### src/rtl/rtc_pkg.sv
package rtc_pkg;

    localparam int CTRL_FREEZE = 0;
    localparam int CTRL_BIN    = 1;
    localparam int CTRL_H24    = 2;
    localparam int CTRL_W      = 3;

    typedef struct packed {
        logic [7:0] sec;
        logic [7:0] min;
        logic [7:0] hour;
        logic       done;
    } rtc_state_t;

    // constant value in the selected encoding
    function automatic logic [7:0] enc_num(int unsigned n, logic bin);
        if (bin) return 8'(n);
        return 8'(((n / 10) << 4) | (n % 10));
    endfunction

    // add one in the selected encoding
    function automatic logic [7:0] step_val(logic [7:0] v, logic bin);
        if (bin) return v + 8'd1;
        if (v[3:0] >= 4'd9) return {v[7:4] + 4'd1, 4'd0};
        return {v[7:4], v[3:0] + 4'd1};
    endfunction

endpackage

### src/rtl/rtc_field_inc.sv
module rtc_field_inc
    import rtc_pkg::*;
#(
    parameter int MAX_VAL = 59
) (
    input  logic [7:0] val_i,
    input  logic       bin_i,
    output logic [7:0] next_o,
    output logic       wrap_o
);
    localparam logic [7:0] LIM_BIN = enc_num(MAX_VAL, 1'b1);
    localparam logic [7:0] LIM_BCD = enc_num(MAX_VAL, 1'b0);

    logic [7:0] lim;

    always_comb begin
        lim    = bin_i ? LIM_BIN : LIM_BCD;
        wrap_o = (val_i >= lim);
        next_o = wrap_o ? 8'd0 : step_val(val_i, bin_i);
    end
endmodule

### src/rtl/rtc_hour_inc.sv
module rtc_hour_inc
    import rtc_pkg::*;
(
    input  logic [7:0] val_i,
    input  logic       bin_i,
    input  logic       h24_i,
    output logic [7:0] next_o
);
    logic [7:0] top24;
    logic [6:0] h12;
    logic       pm;
    logic [6:0] e12;
    logic [6:0] e11;
    logic [6:0] e1;
    logic [7:0] h12_step;

    always_comb begin
        top24    = enc_num(23, bin_i);
        e12      = 7'(enc_num(12, bin_i));
        e11      = 7'(enc_num(11, bin_i));
        e1       = 7'(enc_num(1, bin_i));
        pm       = val_i[7];
        h12      = val_i[6:0];
        h12_step = step_val({1'b0, h12}, bin_i);
        if (h24_i) begin
            next_o = (val_i >= top24) ? 8'd0 : step_val(val_i, bin_i);
        end else if (h12 >= e12) begin
            next_o = {pm, e1};
        end else if (h12 == e11) begin
            next_o = {~pm, e12};
        end else begin
            next_o = {pm, h12_step[6:0]};
        end
    end
endmodule

### src/rtl/rtc_time_keeper.sv
module rtc_time_keeper
    import rtc_pkg::*;
#(
    parameter int ADDR_W    = 4,
    parameter int SEC_ADDR  = 0,
    parameter int MIN_ADDR  = 2,
    parameter int HOUR_ADDR = 4,
    parameter int CTRL_ADDR = 8
) (
    input  logic              clk,
    input  logic              rst_n,
    input  logic              tick_i,
    input  logic              wr_en_i,
    input  logic [ADDR_W-1:0] addr_i,
    input  logic [7:0]        wdata_i,
    output logic [7:0]        rdata_o,
    output logic              upd_done_o
);
    localparam int NUM_FLD = 2;
    localparam logic [ADDR_W-1:0] A_SEC  = ADDR_W'(SEC_ADDR);
    localparam logic [ADDR_W-1:0] A_MIN  = ADDR_W'(MIN_ADDR);
    localparam logic [ADDR_W-1:0] A_HOUR = ADDR_W'(HOUR_ADDR);
    localparam logic [ADDR_W-1:0] A_CTRL = ADDR_W'(CTRL_ADDR);

    rtc_state_t          state_d, state_q;
    logic [CTRL_W-1:0]   ctrl_d, ctrl_q;

    logic [NUM_FLD-1:0][7:0] fld_val;
    logic [NUM_FLD-1:0][7:0] fld_next;
    logic [NUM_FLD-1:0]      fld_wrap;
    logic [7:0]              hour_next;

    logic sec_w, min_w, hour_w, ctrl_w_en;
    logic time_wr, advance;
    logic [7:0] sec_q_w, min_q_w, hour_q_w;
    logic       freeze_w;

    assign fld_val[0] = state_q.sec;
    assign fld_val[1] = state_q.min;

    generate
        for (genvar gi = 0; gi < NUM_FLD; gi++) begin : g_fld
            rtc_field_inc #(.MAX_VAL(59)) u_fld (
                .val_i  (fld_val[gi]),
                .bin_i  (ctrl_q[CTRL_BIN]),
                .next_o (fld_next[gi]),
                .wrap_o (fld_wrap[gi])
            );
        end
    endgenerate

    rtc_hour_inc u_hour (
        .val_i  (state_q.hour),
        .bin_i  (ctrl_q[CTRL_BIN]),
        .h24_i  (ctrl_q[CTRL_H24]),
        .next_o (hour_next)
    );

    always_comb begin
        sec_w     = wr_en_i && (addr_i == A_SEC);
        min_w     = wr_en_i && (addr_i == A_MIN);
        hour_w    = wr_en_i && (addr_i == A_HOUR);
        ctrl_w_en = wr_en_i && (addr_i == A_CTRL);
        time_wr   = sec_w || min_w || hour_w;
        advance   = tick_i && !ctrl_q[CTRL_FREEZE] && !time_wr;

        state_d      = state_q;
        state_d.done = advance;
        ctrl_d       = ctrl_q;

        if (advance) begin
            state_d.sec = fld_next[0];
            if (fld_wrap[0]) begin
                state_d.min = fld_next[1];
                if (fld_wrap[1]) begin
                    state_d.hour = hour_next;
                end
            end
        end

        if (sec_w)     state_d.sec  = wdata_i;
        if (min_w)     state_d.min  = wdata_i;
        if (hour_w)    state_d.hour = wdata_i;
        if (ctrl_w_en) ctrl_d       = wdata_i[CTRL_W-1:0];
    end

    always_ff @(posedge clk or negedge rst_n) begin
        if (!rst_n) begin
            state_q <= '0;
        end else begin
            state_q <= state_d;
        end
    end

    // mode bits survive reset by design
    always_ff @(posedge clk) begin
        ctrl_q <= ctrl_d;
    end

    assign sec_q_w  = state_q.sec;
    assign min_q_w  = state_q.min;
    assign hour_q_w = state_q.hour;
    assign freeze_w = ctrl_q[CTRL_FREEZE];

    always_comb begin
        unique case (addr_i)
            A_SEC:   rdata_o = sec_q_w;
            A_MIN:   rdata_o = min_q_w;
            A_HOUR:  rdata_o = hour_q_w;
            A_CTRL:  rdata_o = {{(8-CTRL_W){1'b0}}, ctrl_q};
            default: rdata_o = 8'd0;
        endcase
    end

    assign upd_done_o = state_q.done;

endmodule

### config.mk
export PLATFORM = sky130hd
export DESIGN_NAME = rtc_time_keeper
export DESIGN_NICKNAME = d
export VERILOG_FILES = /design/src/rtl/rtc_pkg.sv /design/src/rtl/rtc_field_inc.sv /design/src/rtl/rtc_hour_inc.sv /design/src/rtl/rtc_time_keeper.sv
export SDC_FILE = /design/constraint.sdc
export NUM_CORES = 1
export LEC_CHECK = 0
export BUFFER_PORTS_ARGS = -buffer_cell sky130_fd_sc_hd__buf_2
export CAP_MARGIN = 10
export CORE_MARGIN = 2
export CORE_UTILIZATION = 53
export CTS_CLUSTER_DIAMETER = 80
export DETAILED_ROUTE_END_ITERATION = 16
export GPL_ROUTABILITY_DRIVEN = 0
export PLACE_DENSITY = 0.83
export SLEW_MARGIN = 20
export SYNTH_ARGS = -nofsm -noshare
export SYNTH_HDL_FRONTEND = slang
export SYNTH_SLANG_ARGS = --single-unit
### constraint.sdc
create_clock -name clk -period 3.8 [get_ports clk]
set_input_delay 0.38 -clock clk [delete_from_list [all_inputs] [get_ports clk]]
set_output_delay 0.38 -clock clk [all_outputs]
set_load 0.02 [all_outputs]
# Word level (Yosys, flattened, before mapping)

Cells that the tools add are included.

Output and inout bits: 9
Bits of input ports: 16
Flip-flop bits (word level): 28
Word-level logic and storage cells: 109

Equal/unequal tests: 6
Magnitude comparators: 7
Mux-type cells: 48
Reductions and logical operators: 27
Add/sub/neg operators: 11
Bitwise gates (word level): 1

Operator list:

| kind                | count |
|---|---|
| $mux 8              | 24 |
| $mux 7              | 11 |
| $pmux 8 s4          | 1 |
| $add 4x1->4 const B | 6 |
| $add 8x1->8 const B | 3 |
| $ge 8x8->1          | 3 |
| $mux 24             | 1 |
| $mux 16             | 1 |
| $ge 4x4->1 const B  | 3 |
| $reduce_bool 2->1   | 6 |
| $mux 1              | 10 |
| $reduce_bool 4->1   | 2 |
| $add 7x1->7 const B | 1 |
| $eq 7x7->1          | 1 |
| $ge 7x7->1          | 1 |
| $logic_and 1x1->1   | 6 |
| $reduce_and 3->1    | 2 |
| $reduce_and 6->1    | 1 |
| $reduce_bool 6->1   | 1 |
| $ne 5x1->1 const B  | 1 |
| $reduce_and 5->1    | 1 |
| $eq 4x2->1 const B  | 1 |
| $eq 4x3->1 const B  | 1 |
| $eq 4x4->1 const B  | 1 |
| other kinds (8)     | 11 |

# Depth between registers and ports, before layout

Gate-level depths: netlist of the first run.

Word-level depth: 12
Mapped depth: 9
Mapped depth without buffers: 8

# By module

Synthesis of the first run repeated with hierarchy kept, for this count alone.

Cell total of the unflattened synthesis: 314
Area, all modules: 2,716.4 µm²

Modules (own cells, without submodules):

| module          | times used | seq. area each (µm²) | cells an instance | area an instance (µm²) |
|---|---|---|---|---|
| rtc_time_keeper | 1          | 715.7                | 169               | 1,556.5 |
| rtc_field_inc   | 2          | 0.0                  | 41                | 344.1 |
| rtc_hour_inc    | 1          | 0.0                  | 63                | 471.7 |

# Least setup slack after synthesis of the first run

Ideal clock, no wire load.

Kind: register -> register
From: register ctrl_q[1]
To: register state_q (netlist bit hour_q_w[4])
Required time: 3,675 ps
Clock period less this slack: 2,843 ps
Cell stages (with the launch flop): 9
Path slack: 957 ps
Buffers on the path: 0
Library setup time: 125 ps
Arrival time: 2,718 ps
Cells stage by stage: edfxtp_1 -> clkinv_1 -> ha_1 -> or4b_1 -> nor2_2 -> nand2_1 -> o221a_2 -> a221o_1 -> mux2_4

Word-level cells in the longest chain between the ends: 10
Elaborated cells on any way between the ends: 27
Those cells by class: order compare (4); eq/ne (2); mux (17); reduce/logical (4)

Ends and longest elaborated chain:

| what                                                                | RTL line              | source |
|---|---|---|
| start, declared                                                     | rtc_time_keeper.sv:26 | `logic [CTRL_W-1:0] ctrl_d, ctrl_q;` |
| start signal, assigned                                              | rtc_time_keeper.sv:97 | `ctrl_q <= ctrl_d;` |
| parallel branches: the longest is 10 deep, another holds $ge 8x8->1 | --                    |  |
| end signal, assigned                                                | rtc_time_keeper.sv:91 | `state_q <= state_d;` |
| end, declared                                                       | rtc_time_keeper.sv:25 | `rtc_state_t state_d, state_q;` |

Parallel ways; which one is timed is not known. The select of a mux whose other input is x is not followed.
A chain may end at the register's enable or synchronous reset.

# Worst setup path after layout of the first run

Same ends and word-level chain as after synthesis.

==> impl_results.md, run 1 <==
* Routed wire per std cell at 19.2 um
* Number of distinct library cells after synthesis at 63
* Layout area overhead at 8.58%
* Cts hold-fix bufs at 0
* Clock buffer count from CTS at 3
* Synthesized netlist net count at 335
* Max-Slew Margin vs Limit at 30.0%
* CP delay by family, top: simple AND/OR/NAND/NOR gates
* List of cells traversed by the critical path: clkinv_1, ha_1, or4b_1, nor2_2, nand2_1, o221a_2, a221o_1, mux2_4
* Minimum period implied by the final worst setup slack at 3050 ps
* Top cell types by occurrence after synthesis: 28 x o21ai_0, 25 x dfrtp_1, 25 x nand2_1, 24 x ha_1, 23 x inv_1
* Final TNS setup at 0 ps
* Maximum level of the CTS H-tree at 1
* Reg-to-reg slack, setup at 750 ps
* Final HPWL DP at 5280 um
* Largest cells by area after synthesis: dfrtp_1 25%, ha_1 12%, o21ai_0 5.5%
* Fraction of final layout cells with drive strength greater than 1 at 14.8%
* Count of flip-flops with a built-in enable after synthesis at 3
* Critical path start-end classification: flip-flop to flip-flop
* Worst Setup End Kind: flip-flop
* Startpoint Class: flip-flop
* Overall die height at 73.2 um
* Post-route fraction of the period consumed by the critical path at 80.3%
* DRC marker count from the first detailed-route iteration at 234
* Maximum single-stage delay on the critical path at 620 ps
* Initial core utilization at 54.4%
* Mean area per synthesized cell at 8.60 um^2
* Max-cap viol count at 0
* Number of logic stages on the critical path including buffering at 8
* Gate Count Post-Synth at 295
* Sequential cell area at 716 um^2
* Hold Fails Final Rpt at 0
* Worst supply voltage drop on vdd at 0.303 mV
* Number of buffers inserted to repair setup after CTS at 0
* Number of inserted filler cells in the final layout at 426
* Critical path startpoint: ctrl_q[1]$_DFFE_PP_
* Result of the run: finished clean
* Max Clk Rate at 0.328 GHz
* First-pass GRT wire length at 11500 um
* Capture point of the worst reg-to-reg path: hour_q_w[4]$_DFFE_PN0P_
* Number of buffers between clock root and the deepest sink at 2
* Area of the core region at 4660 um^2
* Area fraction of the dominant cell type after synthesis at 24.7%
* Vias per inst at 6.88
* CTS clk-pin slew, worst paths at 120 ps
* Max-slew violation count at 0
* Data arrival time of the worst path at 3240 ps
* Worst min-delay path class: input pin to asynchronous set/reset pin
* Most common cell in the synthesized netlist: o21ai_0
* Cell taking the most area after synthesis: dfrtp_1
* IO Count at 25
* Final setup viols at 0
* Worst-Margin Slew at 1040 ps
* Post-synthesis sequential element count at 28
* Setup crit end: hour_q_w[4]$_DFFE_PN0P_
* Standard-cell rows at 25
* Largest net degree at the start of global routing at 26
* Detailed-route via count at 2553
* Buffers and inverters on the worst path at 1
* Buffer cell driving the clock tree root: clkbuf_8
* Data required time at the worst endpoint at 3990 ps
* GRT overflow at 0
* Die width at 73.2 um
* Most instantiated flip-flop cell in the synthesis netlist: dfrtp_1
* Cell with the biggest individual delay on the critical path: or4b_1
* Post_cts resized at 0
* Share of synthesized area occupied by flip-flops and latches at 28.2%
* Total non-filler cell area in the finished layout at 2750 um^2
* Cell count of the worst reg-to-reg path at 8
* Total power per unit cell area at 572 nW/um^2
* R2R Path Start: ctrl_q[1]$_DFFE_PP_
* Initial antenna violation count at 0
* Synthesized area at 2540 um^2
* IO buf count at 24
* YS warnings at 0
* Antenna cells at 0
* Unrepaired setup endpoints after global routing: no
* Largest fanout on the critical path at 15
* Total wire length after detailed routing at 7130 um
* Clock latency of the later-clocked register in the worst-skew pair at 290 ps
* Tightest hold margin at 78.5 ps
* GR Util All Layers at 27.4%
* Detailed Routing Iterations Pass 1 at 5
* Antenna violation net count after detailed routing at 0
* TritonCTS clock tree: built
* Area post-placement at 2690 um^2
* Area taken by multi-input logic gates at 1670 um^2
* Sink count of the clock tree at 28
* Reported leakage power at 1.23 nW
* Share of synthesized registers carrying an async set or reset at 89.3%
* Max Clock Skew at 12.9 ps
* # DRC at 0
* Via count of the first global-routing pass at 2381
* Overall die area at 5350 um^2
* Fin nets at 358
## logic make-up (layout without fill, tap and decap cells)
logic type	after synthesis	in the layout	share of synthesized area, %
and+or+nand+nor	96	96	20.8
buffers and inverters	33	55	5.87
xor gates and xnor gates	5	5	1.73
adders and majority gates	24	24	11.8
AOI/OAI and AO/OA	103	103	28.8
DFF	28	28	28.2
muxes	6	6	2.81
## layout make-up
cell class                      instances  area share, %
Tap cell                               54           2.45
Sequential cell                        28           26.0
Inverter                               24           3.27
Clock buffer                            4           2.41
Timing Repair Buffer                   27           5.18
Multi-Input combinational cell        234           60.7
## metal layers
metal  routed length (um)  up-vias  track usage (%)
met5                    0        -                0
met4                  143        0             8.23
met3                  588       18             3.73
met2                 3360      148             46.4
met1                 3030     1216             36.0
li1                     -     1171                -
## report_power, final
group	switching, W	internal (W)
clock network	0.000107	0.000115
registers	0.000204	0.000397
logic	0.000435	0.000318
## state kept, by name, indices dropped and copies added, names as in the netlist
| signal | flops |
|---|---|
| hour_q_w | 8 |
| ctrl_q | 3 |
| upd_done_o | 1 |
| sec_q_w | 8 |
| min_q_w | 8 |
## how the worst min path moves through the flow
stage,to,slack (ps),cells past startpoint
final,hour_q_w[7]$_DFFE_PN0P_,80,1
after global routing,hour_q_w[7]$_DFFE_PN0P_,120,1
after CTS,hour_q_w[7]$_DFFE_PN0P_,110,1
after detailed placement,hour_q_w[0]$_DFFE_PN0P_,430,1
after global placement,hour_q_w[2]$_DFFE_PN0P_,420,1
after floorplan,hour_q_w[0]$_DFFE_PN0P_,80,0
## stage by stage
| stage | instances | setup WS [ps] | utilization (%) | power (W) |
|---|---|---|---|---|
| finish | 371 | 750 | 59.1 | 0.00158 |
| global route | 371 | 507 | 59.1 | 0.00170 |
| CTS | 371 | 786 | 59.1 | 0.00155 |
| detailed placement | 367 | 810 | 57.7 | 0.00133 |
| global placement | 367 | 924 | 57.7 | 0.00130 |
| floorplan | 295 | 957 | - | 0.00111 |
## cell usage in the layout, fill, tap and decap left out, drive strengths merged, types with 3 or more instances in the layout
cell    synthesis  final
nor4b           3      3
a21oi          14     14
dfrtp          25     25
nand3           9      9
nor2           16     16
clkbuf          3      4
or2             3      3
buf             6     27
mux2i           3      3
nand2          25     25
nand4           5      5
ha             24     24
inv            23     23
nand2b          3      3
mux2            3      3
a31oi           5      5
o31ai           3      3
a21o            3      3
edfxtp          3      3
nor3b           7      7
a22oi           9      9
a221oi          3      3
nor2b           4      4
a211oi          6      6
xnor2           4      4
a221o           4      4
o21ai          29     29
a32oi           3      3
a222oi          6      6
nor3           10     10
No activity file was read; power rests on OpenSTA's default activity.
==> run 2, diff against run 1 <==
PLACE_DENSITY = 0.86   (was 0.83)
clock period = 2.6 ns   (was 3.8 ns; I/O delays follow)
==> impl_results.md, run 2 (synthesized netlist as in run 1, its figures left out) <==
* Result of the run: finished with violations
* Violated checks: negative hold slack
* Fin nets at 382 (+6.7%)
* Data required time at the worst endpoint at 2770 ps (-1220 ps)
* Max-cap viol count at 0 (unchanged)
* Commonest non-fill, non-tap cells in the layout: 27 x o21ai_0, 27 x buf_4, 25 x nand2_1, 25 x dfrtp_1
* Data arrival time of the worst path at 2730 ps (-510 ps)
* List of cells traversed by the critical path: inv_1, ha_1, or3b_2, nor2_2, nand2_1, o221a_2, a221o_1, mux2_4
* Unrepaired setup endpoints after global routing: yes
* Routed wire per std cell at 19.7 um (+2.7%)
* Final Instance Count excl. Fillers at 395 (+6.5%)
* Clock latency of the later-clocked register in the worst-skew pair at 290 ps (about the same)
* Overall die area at 5350 um^2 (unchanged)
* Startpoint Class: flip-flop
* Via count of the first global-routing pass at 2589 (+8.7%)
* GRT overflow at 0 (unchanged)
* Hold Fails Final Rpt at 25 (+25)
* CP delay by family, top: simple AND/OR/NAND/NOR gates
* Total design power at 0.00255 W (+62%)
* Number of inserted filler cells in the final layout at 389 (-8.7%)
* Layout area overhead at 18.0%
* Cell with the biggest individual delay on the critical path: or3b_2
* Area of the core region at 4660 um^2 (unchanged)
* Worst-Margin Slew at 650 ps (-391 ps)
* Max-Slew Margin vs Limit at 56.7% (+27 points)
* Critical path start-end classification: flip-flop to flip-flop
* Initial core utilization at 54.4% (unchanged)
* Antenna violation net count after detailed routing at 0 (unchanged)
* Max-slew violation count at 0 (unchanged)
* Reported leakage power at 1.37 nW (+11%)
* GR Util All Layers at 30.5% (+3.1 points)
* TritonCTS clock tree: built
* Final HPWL DP at 5590 um (+5.8%)
* Initial antenna violation count at 0 (unchanged)
* Clock buffer count from CTS at 3 (unchanged)
* Critical path startpoint: hour_q_w[1]$_DFFE_PN0P_
* Number of buffers between clock root and the deepest sink at 2 (unchanged)
* Total power per unit cell area at 851 nW/um^2 (+49%)
* Reg-to-reg slack, setup at 50 ps (-700 ps)
* Buffer cell driving the clock tree root: clkbuf_8
* Max Clock Skew at 9.74 ps (-3.12 ps)
* Total wire length after detailed routing at 7790 um (+9.3%)
* R2R Path Start: hour_q_w[1]$_DFFE_PN0P_
* Overall die height at 73.2 um (unchanged)
* IO Count at 25 (unchanged)
* Die width at 73.2 um (unchanged)
* Minimum period implied by the final worst setup slack at 2550 ps (-499 ps)
* Fraction of final layout cells with drive strength greater than 1 at 23.2% (+8.3 points)
* Standard-cell rows at 25 (unchanged)
* Maximum single-stage delay on the critical path at 530 ps (-90 ps)
* First-pass GRT wire length at 12600 um (+9.2%)
* Final setup viols at 0 (unchanged)
* Buffers and inverters on the worst path at 1 (unchanged)
* Sink count of the clock tree at 28 (unchanged)
* DRC marker count from the first detailed-route iteration at 327 (+40%)
* Detailed-route via count at 2707 (+6.0%)
* CTS clk-pin slew, worst paths at 110 ps (about the same)
* Number of placed instances, taps included at 390 (+6.3%)
* Cell count of the worst reg-to-reg path at 8 (unchanged)
* Largest net degree at the start of global routing at 26 (unchanged)
* IO buf count at 24 (unchanged)
* Area post-placement at 2870 um^2 (+6.8%)
* Largest fanout on the critical path at 4 (-11)
* Total non-filler cell area in the finished layout at 2990 um^2 (+8.7%)
* Antenna cells at 0 (unchanged)
* Post-route fraction of the period consumed by the critical path at 98.1% (+18 points)
* Worst supply voltage drop on vdd at 0.358 mV (+18%)
* Core utilization of the finished layout at 64.2% (+5.1 points)
* Worst Setup End Kind: flip-flop
* Worst min-delay path class: input pin to asynchronous set/reset pin
* Detailed Routing Iterations Pass 1 at 5 (unchanged)
* Max Clk Rate at 0.392 GHz (+20%)
* Maximum level of the CTS H-tree at 1 (unchanged)
* # DRC at 0 (unchanged)
* Vias per inst at 6.85 (-0.41%)
* Tightest hold margin at -10.7 ps (-89.2 ps)
* Capture point of the worst reg-to-reg path: hour_q_w[4]$_DFFE_PN0P_
run 2: worst reg2reg max path: stages (launching register included):
cell and delay [ps]:
dfrtp_1 450, inv_1 130, ha_1 340, or3b_2 530, nor2_2 190, nand2_1 100, o221a_2 130, a221o_1 320
mux2_4 270
run 2: layer usage:
layer | vias to the layer above | share of wire (%) | track usage [%]
met2 | 174 | 46 | 47.3
met1 | 1264 | 40 | 39.4
met4 | 0 | 5.1 | 16.7
li1 | 1225 | - | -
met3 | 44 | 9.4 | 6.35
met5 | - | 0 | 0
run 2: through the flow:
step | setup TNS [ps] | worst slack [ps] | hold WS (ps)
after CTS | 0 | 5.11 | 1.86
after detailed placement | -20.4 | -11.0 | 314
final | 0 | 48.5 | -10.7
after global placement | 0 | 155 | 312
after global routing | -69.2 | -37.5 | 12.4
after floorplan | 0 | 10.6 | -35.6
run 2: power by group:
part | internal (W) | switching (W)
clock | 0.000168 | 0.000155
combinational | 0.000613 | 0.000779
sequential | 0.000580 | 0.000253
run 2: repair_timing:
action | in CTS | in global routing
pin swaps | 0 | 1
hold endpoints to repair | 0 | 0
hold buffers | 0 | 0
gates resized for setup | 3 | 7
endpoints found under the setup margin | 2 | 13
setup buffers | 0 | 1
run 2: worst max path at each step:
stage                                    endpoint  cells after the start
after global routing      hour_q_w[1]$_DFFE_PN0P_                      8
final                     hour_q_w[4]$_DFFE_PN0P_                      8
after global placement     min_q_w[4]$_DFFE_PN0P_                      8
after CTS                 hour_q_w[4]$_DFFE_PN0P_                      9
after detailed placement  hour_q_w[4]$_DFFE_PN0P_                      9
after floorplan           hour_q_w[4]$_DFFE_PN0P_                      8
run 2: cell type report:
class                           count  area (um^2)  share of cell area [%]
Tap cell                           54         67.6                    2.26
Clock buffer                        4         66.3                    2.22
Inverter                           24         95.1                    3.18
Sequential cell                    28          716                    23.9
Multi-Input combinational cell    234         1730                    57.7
Timing Repair Buffer               51          323                    10.8
